`config.mk`:
```
export PLATFORM = sky130hd
export DESIGN_NAME = dual_ram_bridge
export DESIGN_NICKNAME = d
export VERILOG_FILES = /design/src/rtl/dr_bridge_pkg.sv /design/src/rtl/dr_merge.sv /design/src/rtl/dr_seq.sv /design/src/rtl/dual_ram_bridge.sv
export SDC_FILE = /design/constraint.sdc
export NUM_CORES = 1
export LEC_CHECK = 0
export BUFFER_PORTS_ARGS = -buffer_cell sky130_fd_sc_hd__clkbuf_2
export CAP_MARGIN = 20
export CORE_MARGIN = 3
export CORE_UTILIZATION = 39
export DETAILED_ROUTE_END_ITERATION = 6
export PLACE_DENSITY = 0.66
export REMOVE_ABC_BUFFERS = 1
export SETUP_SLACK_MARGIN = 0.5
export SLEW_MARGIN = 20
export SYNTH_ARGS = -nofsm -noshare
export SYNTH_HDL_FRONTEND = slang
export SYNTH_SLANG_ARGS = --single-unit
```
`constraint.sdc`:
```
create_clock -name clk -period 2.12 [get_ports clk]
set_input_delay 0.212 -clock clk [delete_from_list [all_inputs] [get_ports clk]]
set_output_delay 0.212 -clock clk [all_outputs]
set_load 0.03 [all_outputs]
```
`src/rtl/dr_bridge_pkg.sv`:
```
package dr_bridge_pkg;

   typedef enum logic [1:0] {
      ST_IDLE = 2'd0,
      ST_ACC  = 2'd1,
      ST_CAP  = 2'd2
   } dr_state_e;

   localparam int STAT_DONE_BIT = 0;
   localparam int STAT_BUSY_BIT = 1;

endpackage

```
`src/rtl/dr_merge.sv`:
```
module dr_merge #(
   parameter int NWORD  = 4,
   parameter int WORD_W = 32
) (
   input  logic [NWORD*WORD_W-1:0] old_q,
   input  logic [NWORD*WORD_W-1:0] new_d,
   input  logic [NWORD*WORD_W-1:0] mask,
   output logic [NWORD*WORD_W-1:0] merged
);

   for (genvar w = 0; w < NWORD; w++) begin : g_word
      localparam int LO = w * WORD_W;
      assign merged[LO +: WORD_W] = (old_q[LO +: WORD_W] & ~mask[LO +: WORD_W])
                                  | (new_d[LO +: WORD_W] &  mask[LO +: WORD_W]);
   end

endmodule

```
`src/rtl/dr_seq.sv`:
```
module dr_seq
   import dr_bridge_pkg::*;
(
   input  logic clk,
   input  logic rst_n,
   input  logic start,
   input  logic sel,
   input  logic wnr,
   output logic busy,
   output logic done,
   output logic tbl_en,
   output logic tbl_we,
   output logic buf_en,
   output logic buf_we,
   output logic cap_tbl,
   output logic cap_buf
);

   dr_state_e state_q;

   always_ff @(posedge clk or negedge rst_n) begin
      if (!rst_n) begin
         state_q <= ST_IDLE;
         done    <= 1'b0;
      end else begin
         case (state_q)
            ST_IDLE: if (start) begin
               state_q <= ST_ACC;
               done    <= 1'b0;
            end
            ST_ACC:  state_q <= ST_CAP;
            ST_CAP: begin
               state_q <= ST_IDLE;
               done    <= 1'b1;
            end
            default: state_q <= ST_IDLE;
         endcase
      end
   end

   always_comb begin
      busy    = (state_q != ST_IDLE);
      tbl_en  = 1'b0;
      tbl_we  = 1'b0;
      buf_en  = 1'b0;
      buf_we  = 1'b0;
      cap_tbl = 1'b0;
      cap_buf = 1'b0;
      if (state_q == ST_ACC) begin
         tbl_en = !sel;
         buf_en = sel;
         buf_we = sel && wnr;
      end else if (state_q == ST_CAP) begin
         tbl_en  = !sel && wnr;
         tbl_we  = !sel && wnr;
         cap_tbl = !sel && !wnr;
         cap_buf = sel && !wnr;
      end
   end

   assert_done_on_finish_R8: assert property (@(posedge clk) disable iff (!rst_n)
      (state_q == ST_CAP) |=> done);
   assert_done_sticky_R8: assert property (@(posedge clk) disable iff (!rst_n)
      (done && !start) |=> done);
   assert_busy_excl_done_R10: assert property (@(posedge clk) disable iff (!rst_n)
      busy |-> !done);
   assert_one_ram_R11: assert property (@(posedge clk) disable iff (!rst_n)
      !(tbl_en && buf_en));

endmodule

```
`src/rtl/dual_ram_bridge.sv`:
```
module dual_ram_bridge
   import dr_bridge_pkg::*;
#(
   parameter int HADDR_W = 8,
   parameter int WORD_W  = 32,
   parameter int NWORD   = 4,
   parameter int TBL_AW  = 8,
   parameter int BUF_AW  = 14,
   parameter int BUF_DW  = 8,
   parameter int WNR_BIT = 31,
   parameter int SEL_BIT = 30
) (
   input  logic                      clk,
   input  logic                      rst_n,
   input  logic                      host_we,
   input  logic [HADDR_W-1:0]        host_addr,
   input  logic [WORD_W-1:0]         host_wdata,
   output logic [WORD_W-1:0]         host_rdata,
   output logic                      tbl_en,
   output logic                      tbl_we,
   output logic [TBL_AW-1:0]         tbl_addr,
   output logic [NWORD*WORD_W-1:0]   tbl_wdata,
   input  logic [NWORD*WORD_W-1:0]   tbl_rdata,
   output logic                      buf_en,
   output logic                      buf_we,
   output logic [BUF_AW-1:0]         buf_addr,
   output logic [BUF_DW-1:0]         buf_wdata,
   input  logic [BUF_DW-1:0]         buf_rdata
);

   localparam int STEP     = WORD_W / 8;
   localparam int DAT_BASE = STEP;
   localparam int MSK_BASE = STEP * (1 + NWORD);
   localparam int STAT_BASE = STEP * (1 + 2 * NWORD);
   localparam logic [HADDR_W-1:0] CTL_OFF  = '0;
   localparam logic [HADDR_W-1:0] STAT_OFF = HADDR_W'(STAT_BASE);

   initial begin
      chk_sel_ne_wnr: assert (SEL_BIT != WNR_BIT) else $error("select and direction bits overlap");
      chk_addr_fit:   assert (TBL_AW <= SEL_BIT && BUF_AW <= SEL_BIT && BUF_AW <= WNR_BIT)
         else $error("address field overlaps control bits");
      chk_byte_fit:   assert (BUF_DW <= WORD_W) else $error("buffer width exceeds data word");
      chk_map_fit:    assert (STAT_BASE < (1 << HADDR_W)) else $error("register map exceeds host address");
   end

   logic                           busy, done, cap_tbl, cap_buf, trig;
   logic [WORD_W-1:0]              ctl_q;
   logic [NWORD-1:0][WORD_W-1:0]   dat_q;
   logic [NWORD-1:0][WORD_W-1:0]   msk_q;

   assign trig = host_we && (host_addr == CTL_OFF) && !busy;

   always_ff @(posedge clk or negedge rst_n) begin
      if (!rst_n)    ctl_q <= '0;
      else if (trig) ctl_q <= host_wdata;
   end

   for (genvar w = 0; w < NWORD; w++) begin : g_regs
      localparam logic [HADDR_W-1:0] DAT_OFF = HADDR_W'(DAT_BASE + STEP * w);
      localparam logic [HADDR_W-1:0] MSK_OFF = HADDR_W'(MSK_BASE + STEP * w);

      if (w == 0) begin : g_byte_lane
         always_ff @(posedge clk or negedge rst_n) begin
            if (!rst_n)
               dat_q[w] <= '0;
            else if (cap_tbl)
               dat_q[w] <= tbl_rdata[w*WORD_W +: WORD_W];
            else if (cap_buf)
               dat_q[w][BUF_DW-1:0] <= buf_rdata;
            else if (host_we && host_addr == DAT_OFF)
               dat_q[w] <= host_wdata;
         end
      end else begin : g_wide_lane
         always_ff @(posedge clk or negedge rst_n) begin
            if (!rst_n)
               dat_q[w] <= '0;
            else if (cap_tbl)
               dat_q[w] <= tbl_rdata[w*WORD_W +: WORD_W];
            else if (host_we && host_addr == DAT_OFF)
               dat_q[w] <= host_wdata;
         end
      end

      always_ff @(posedge clk or negedge rst_n) begin
         if (!rst_n)
            msk_q[w] <= '0;
         else if (host_we && host_addr == MSK_OFF)
            msk_q[w] <= host_wdata;
      end
   end

   always_comb begin
      host_rdata = '0;
      if (host_addr == CTL_OFF) host_rdata = ctl_q;
      for (int w = 0; w < NWORD; w++) begin
         if (host_addr == HADDR_W'(DAT_BASE + STEP * w)) host_rdata = dat_q[w];
         if (host_addr == HADDR_W'(MSK_BASE + STEP * w)) host_rdata = msk_q[w];
      end
      if (host_addr == STAT_OFF) begin
         host_rdata[STAT_DONE_BIT] = done;
         host_rdata[STAT_BUSY_BIT] = busy;
      end
   end

   dr_seq u_seq (
      .clk     (clk),
      .rst_n   (rst_n),
      .start   (trig),
      .sel     (ctl_q[SEL_BIT]),
      .wnr     (ctl_q[WNR_BIT]),
      .busy    (busy),
      .done    (done),
      .tbl_en  (tbl_en),
      .tbl_we  (tbl_we),
      .buf_en  (buf_en),
      .buf_we  (buf_we),
      .cap_tbl (cap_tbl),
      .cap_buf (cap_buf)
   );

   dr_merge #(.NWORD(NWORD), .WORD_W(WORD_W)) u_merge (
      .old_q  (tbl_rdata),
      .new_d  (dat_q),
      .mask   (msk_q),
      .merged (tbl_wdata)
   );

   assign tbl_addr  = ctl_q[TBL_AW-1:0];
   assign buf_addr  = ctl_q[BUF_AW-1:0];
   assign buf_wdata = dat_q[0][BUF_DW-1:0];

   assert_busy_trig_ignored_R9: assert property (@(posedge clk) disable iff (!rst_n)
      (busy && host_we && host_addr == CTL_OFF) |=> $stable(ctl_q));
   assert_rmw_pair_R5: assert property (@(posedge clk) disable iff (!rst_n)
      (tbl_en && tbl_we) |-> ($past(tbl_en && !tbl_we) && $past(tbl_addr) == tbl_addr));
   assert_no_start_idle_R2: assert property (@(posedge clk) disable iff (!rst_n)
      (!busy && !(host_we && host_addr == CTL_OFF)) |=> !busy);
   assert_buf_quiet_table_R11: assert property (@(posedge clk) disable iff (!rst_n)
      (busy && !ctl_q[SEL_BIT]) |-> !buf_en);

endmodule

```
Yosys cells after proc, flatten, opt, wreduce, memory -nomap -nowiden --
Index checks and enable logic that the tools add are counted.
Word-level totals: bits of input ports 179, register bits after elaboration 291
Operators by class: eq/ne operators 13, reduce and logical (&&, ||, !) cells 28, multiplexer cells 33, bitwise logic cells 16
Operators with widths (number):
- $mux 32 | 17
- $and 32x32->32 | 8
- $not 32->32 | 4
- $or 32x32->32 | 4
- $eq 8x5->1 const B | 4
- $mux 24 | 1
- $eq 8x4->1 const B | 2
- $eq 8x6->1 const B | 2
- $logic_and 1x1->1 | 14
- $reduce_bool 2->1 | 6
- $mux 1 | 10
- $eq 8x3->1 const B | 1
- $logic_not 8->1 | 1
- $mux 8 | 1
- $mux 2 | 2
- $ne 2x2->1 const B | 2
- $pmux 2 s2 | 1
- $reduce_and 2->1 | 2
- $logic_not 1->1 | 3
- $reduce_bool 3->1 | 1
- $eq 2x1->1 const B | 1
- $eq 2x2->1 const B | 1
- $logic_not 2->1 | 1
- $pmux 1 s2 | 1

Depth between registers and ports, before layout --
depth in word-level cells 11, mapped depth 9, depth with buffers taken out 5

Modules after synthesis --
A second synthesis with hierarchy kept.
Second synthesis, totals: cell total of the unflattened synthesis 1592, area, all modules 16927.5 sq um
Modules (own cells, without submodules):
- dual_ram_bridge | area an instance 14830.5 sq um, times used 1, cells an instance 1445, seq. area each 7206.9 sq um
- dr_merge | area an instance 1921.8 sq um, times used 1, cells an instance 128, seq. area each 0.0 sq um
- dr_seq | area an instance 175.2 sq um, times used 1, cells an instance 19, seq. area each 75.1 sq um

Worst setup path after synthesis --
No wires, ideal clock.
path type input-to-output, from input port host_addr[2], to output port host_rdata[12], data arrival time 2.159 ns, setup slack -0.251 ns, path buffers 3, stages 8, cells stage by stage buf_2 > nor2_1 > clkbuf_1 > clkbuf_1 > a22oi_1 > o22ai_1 > a21oi_1 > o31ai_1
Between the ends: cells in the longest elaborated chain, start to end 10, elaborated cells on any way between the ends 18, those cells by class eq/ne (8); mux (9); reduce/logical (1)
RTL lines:
- start: declaration | RTL line dual_ram_bridge.sv:16 | input logic [HADDR_W-1:0] host_addr,
- $logic_not 8->1 | RTL line dual_ram_bridge.sv:94 | if (host_addr == CTL_OFF) host_rdata = ctl_q;
- $mux 32 | RTL line dual_ram_bridge.sv:94
- $mux 32 | RTL line dual_ram_bridge.sv:96 | if (host_addr == HADDR_W'(DAT_BASE + STEP * w)) host_rdata = dat_q[w];
- $mux 32 | RTL line dual_ram_bridge.sv:97 | if (host_addr == HADDR_W'(MSK_BASE + STEP * w)) host_rdata = msk_q[w];
- $mux 32 | RTL line dual_ram_bridge.sv:96
- $mux 32 | RTL line dual_ram_bridge.sv:97
- $mux 32 | RTL line dual_ram_bridge.sv:96
- $mux 32 | RTL line dual_ram_bridge.sv:97
- $mux 32 | RTL line dual_ram_bridge.sv:96
- $mux 32 (*) | RTL line dual_ram_bridge.sv:97
- end: declaration | RTL line dual_ram_bridge.sv:18 | output logic [WORD_W-1:0] host_rdata,
Every way passes the cells marked *; elsewhere a longest branch is shown, timed or not.

Worst setup path after layout --
from register ctl_q[31], to output port host_rdata[31]
Between the ends: cells in the longest elaborated chain, start to end 9
RTL lines:
- start: declaration | RTL line dual_ram_bridge.sv:47 | logic [WORD_W-1:0] ctl_q;
- start signal: assignment | RTL line dual_ram_bridge.sv:55 | else if (trig) ctl_q <= host_wdata;
- $mux 32 | RTL line dual_ram_bridge.sv:94
- $mux 32 | RTL line dual_ram_bridge.sv:96
- $mux 32 | RTL line dual_ram_bridge.sv:97
- $mux 32 | RTL line dual_ram_bridge.sv:96
- $mux 32 | RTL line dual_ram_bridge.sv:97
- $mux 32 | RTL line dual_ram_bridge.sv:96
- $mux 32 | RTL line dual_ram_bridge.sv:97
- $mux 32 | RTL line dual_ram_bridge.sv:96
- $mux 32 | RTL line dual_ram_bridge.sv:97
No other way between the ends.

==> summary.txt <==
Status
  • Status: complete, but fails checks
  • Failing checks: DRC, setup timing

Yosys
  • Ys async rst share: 100.0%
  • Yosys cell types: 60
  • Synth Area in Simple Gates: 7.568%
  • Biggest area consumer among synthesized cells: dfrtp_1
  • Syn Area/Cell: 10.46 um^2
  • Mux cell area share after synthesis: 28.64%
  • Yosys top cell area share: 42.93%
  • Top FF cell, synth: dfrtp_1
  • Synth Area in XOR/XNOR: 0%
  • Synth Warn #: 0
  • Area contributors post-synth: dfrtp_1 (43%), mux2_2 (17%), mux2i_1 (8.6%), o21ai_0 (5.0%), nand2_1 (3.4%)
  • Synth Area in Compound Gates: ~15%
  • Cell area after synthesis: between 0.015 and 0.02 mm^2
  • Count leader, synth: dfrtp_1
  • Number of enable flip-flop cells after synthesis: 0
  • Synth Register Bits: roughly 290
  • Sequential area share after synthesis: around 43%
  • Top cells by count, synth: dfrtp_1 (291), mux2_2 (262), o21ai_0 (171)
  • Adder-Cell Fraction of Synth Area: 0%
  • Largest family of logic cells by synthesized area: multiplexers
  • Cell count after synthesis: 1622

Worst setup path
  • CP Capture Type: output pin
  • Critical path type: reg2out
  • Critical Path AT: 2.03 ns
  • Worst EP required: 1.91 ns
  • R2R Setup Slk: -0.04 ns
  • Startpoint types: flop
  • Critical path peak fanout: 2

Finish
  • Layout area overhead: 50.79%
  • Reg area: 0.007291 mm^2
  • Fraction of layout cells with a size suffix above 1: 50.57%
  • Util after Layout: 60.30%
  • Multi-input logic area: 0.009524 mm^2
  • Final nets: 2418
  • Finished Layout Cells: around 2800
  • Fillers: 3399

Place
  • I/O Buffers: about 370
  • Dpl hpwl: 45880 um
  • Placer Congestion: 0.8581
  • Placed Instances: 2532

Clocking
  • Total CTS buffers: 36
  • CTS tree: yes
  • Clock Latency Late Sink: 0.54 ns
  • Htree depth: 2
  • Num Clock Sinks: 291
  • Clk pin slew, worst setup/hold paths: 0.06 ns
  • Root buffer cell: clkbuf_16
  • Clock Path Buffers: 3

Timing
  • Slew Limit Fails: 0
  • Post-Route Skew: 0.02244 ns
  • Final hold vios: 0
  • Fin crit share: 105.8%
  • Crit path time final: 2.242 ns
  • Total Neg Setup Slack: -0.7584 ns
  • RSZ-0062 raised after global routing: true
  • Fmax: between 400 and 500 MHz
  • Final worst setup slack: -0.1224 ns
  • Final setup fails: 24
  • Actual slew at the worst max-slew pin: 0.5098 ns
  • Rel. slew slack: about two thirds

Global route
  • Pin count of the biggest net entering global routing: 70
  • Vias in the first global route: 16526
  • Global-route usage over all layers: 28.97%
  • Initial antenna violation count: 3
  • Grt ovf: 0
  • First-pass GRT wire length: 102900 um

Power
  • Power, Total: 0.01504 W
  • Pwr/cell area: 588.2 mW/mm^2
  • Leak pwr: about 13 nW
  • Worst VDD drop: approximately 0.00057 V

Route
  • Routed vias: 16771
  • Post-Route WL: between 70000 and 80000 um
  • DRC: 13
  • Mean routed wirelength per cell: 26.23 um
  • Via-to-Cell Ratio: 5.901
  • Detailed Routing Iterations Pass 1: 7
  • Drt initial violations: 1631
  • Final ANT Viol Nets: 0

Floorplan
  • Rows: 75
  • Chip Width: 214.6 um
  • Core Box Area: approximately 0.042 mm^2
  • Initial Utilization: about two fifths
  • Die height: 214.6 um
  • Num ports: between 300 and 400
  • Die ar.: 0.04603 mm^2

Min path
  • HP Class: in2reg

Flow run
  • Max Cap Viol: 0
==> what timing repair did <==
| item | CTS | global route |
|---|---|---|
| pin swaps | 59 | 47 |
| gates resized for setup | 200 | 307 |
| endpoints found under the setup margin | 397 | 339 |
| buffers inserted | 60 | 46 |
| gates cloned | 3 | 24 |
| hold endpoints to repair | 161 | 0 |
| hold buffers | 113 | 0 |
==> critical path, stage by stage, from the launching register on <==
cell     delay (ns)
dfrtp_1        0.39
buf_6          0.13
a22oi_2        0.14
nor2_1         0.06
a211o_1        0.29
a221o_1        0.34
buf_8          0.15
==> worst paths after layout <==
kind	cells past startpoint	start	endpoint
worst max-delay path	6	ctl_q[31]	host_rdata[31]
worst min-delay path	3	tbl_rdata[17]	dat_q[17]
worst max register to register	10	ctl_q[31]	dat_q[19]
worst min register to register	2	u_seq.done	u_seq.done
max in group asynchronous	3	rst_n	msk_q[26]
min in group asynchronous	2	rst_n	dat_q[104]
==> where the power goes <==
part / internal (W) / leakage, nW / switching (W)
Sequential: 0.00592 / 3.98 / 0.000336
Clock: 0.00357 / 0.566 / 0.00250
Combinational: 0.00124 / 8.27 / 0.00148
==> metal layers <==
layer,GRT usage [%],vias to the layer above,share of wire [%]
met3,4.818,276,8.5
met1,36.65,8328,39
met5,0,-,0.032
met4,11.91,4,4.5
li1,-,7162,-
met2,49.36,1001,48
==> per-stage QoR <==
| stage | hold WS [ns] | instance area, um^2 | setup WS, ns |
|---|---|---|---|
| finish | 0.001524 | 25580 | -0.1224 |
| global placement | 0.1737 | 20350 | -0.1886 |
| CTS | 0.0008442 | 24000 | -0.1237 |
| floorplan | -0.08359 | 16080 | -5.762 |
| global route | 0.02009 | 25570 | -0.1716 |
| detailed placement | 0.1792 | 20350 | -0.1866 |
==> kinds of logic after synthesis <==
family	Yosys count
multiplexers	438
buffers and inverters	189
flip-flops	291
AO/OA/AOI/OAI	433
AND/OR/NAND/NOR	271
==> state kept, by name, indices dropped and copies added (netlist names) <==
signal,cells
u_seq.state_q,2
dat_q,120
msk_q,128
u_seq.done,1
buf_wdata,8
ctl_q,32
==> final cells by class <==
type                    instances  area share [%]
clock inverters                11          0.3522
repair buffers                761           26.86
diodes                          1        0.009784
well taps                     577           2.823
flip-flops and latches        291           28.51
clock buffers                  52           4.114
inverters                       7          0.1027
multi-input cells            1142           37.24
==> cells in the final DEF, fill, tap and decap left out, types with 5 or more instances in the layout <==
master         instances
and3_1                14
a22oi_1               13
mux2_2               245
o22a_1                14
a21o_1                10
and2_1                 6
o21ai_1               81
clkbuf_2             312
a211o_1                6
clkbuf_1               8
buf_4                148
dfrtp_2                7
dfrtp_1              284
buf_12                54
buf_8                 40
a221o_1               20
nand2_1              108
o32a_1                 5
inv_1                  7
clkbuf_4               5
buf_6                 44
nor2_4                 6
a21oi_1               88
clkinv_2               7
o22ai_1               26
mux2_4                46
a22o_1                14
mux2i_1              146
clkbuf_8              31
nor2_1                33
dlygate4sd3_1        113
o21ai_0               72
nor3_1                14
a21oi_2                7
nand2_2               31
o21a_1                15
a22oi_2                8
clkbuf_16             53
nand2_4               17
o21ai_2               29
No activity file was read; power rests on OpenSTA's default activity.
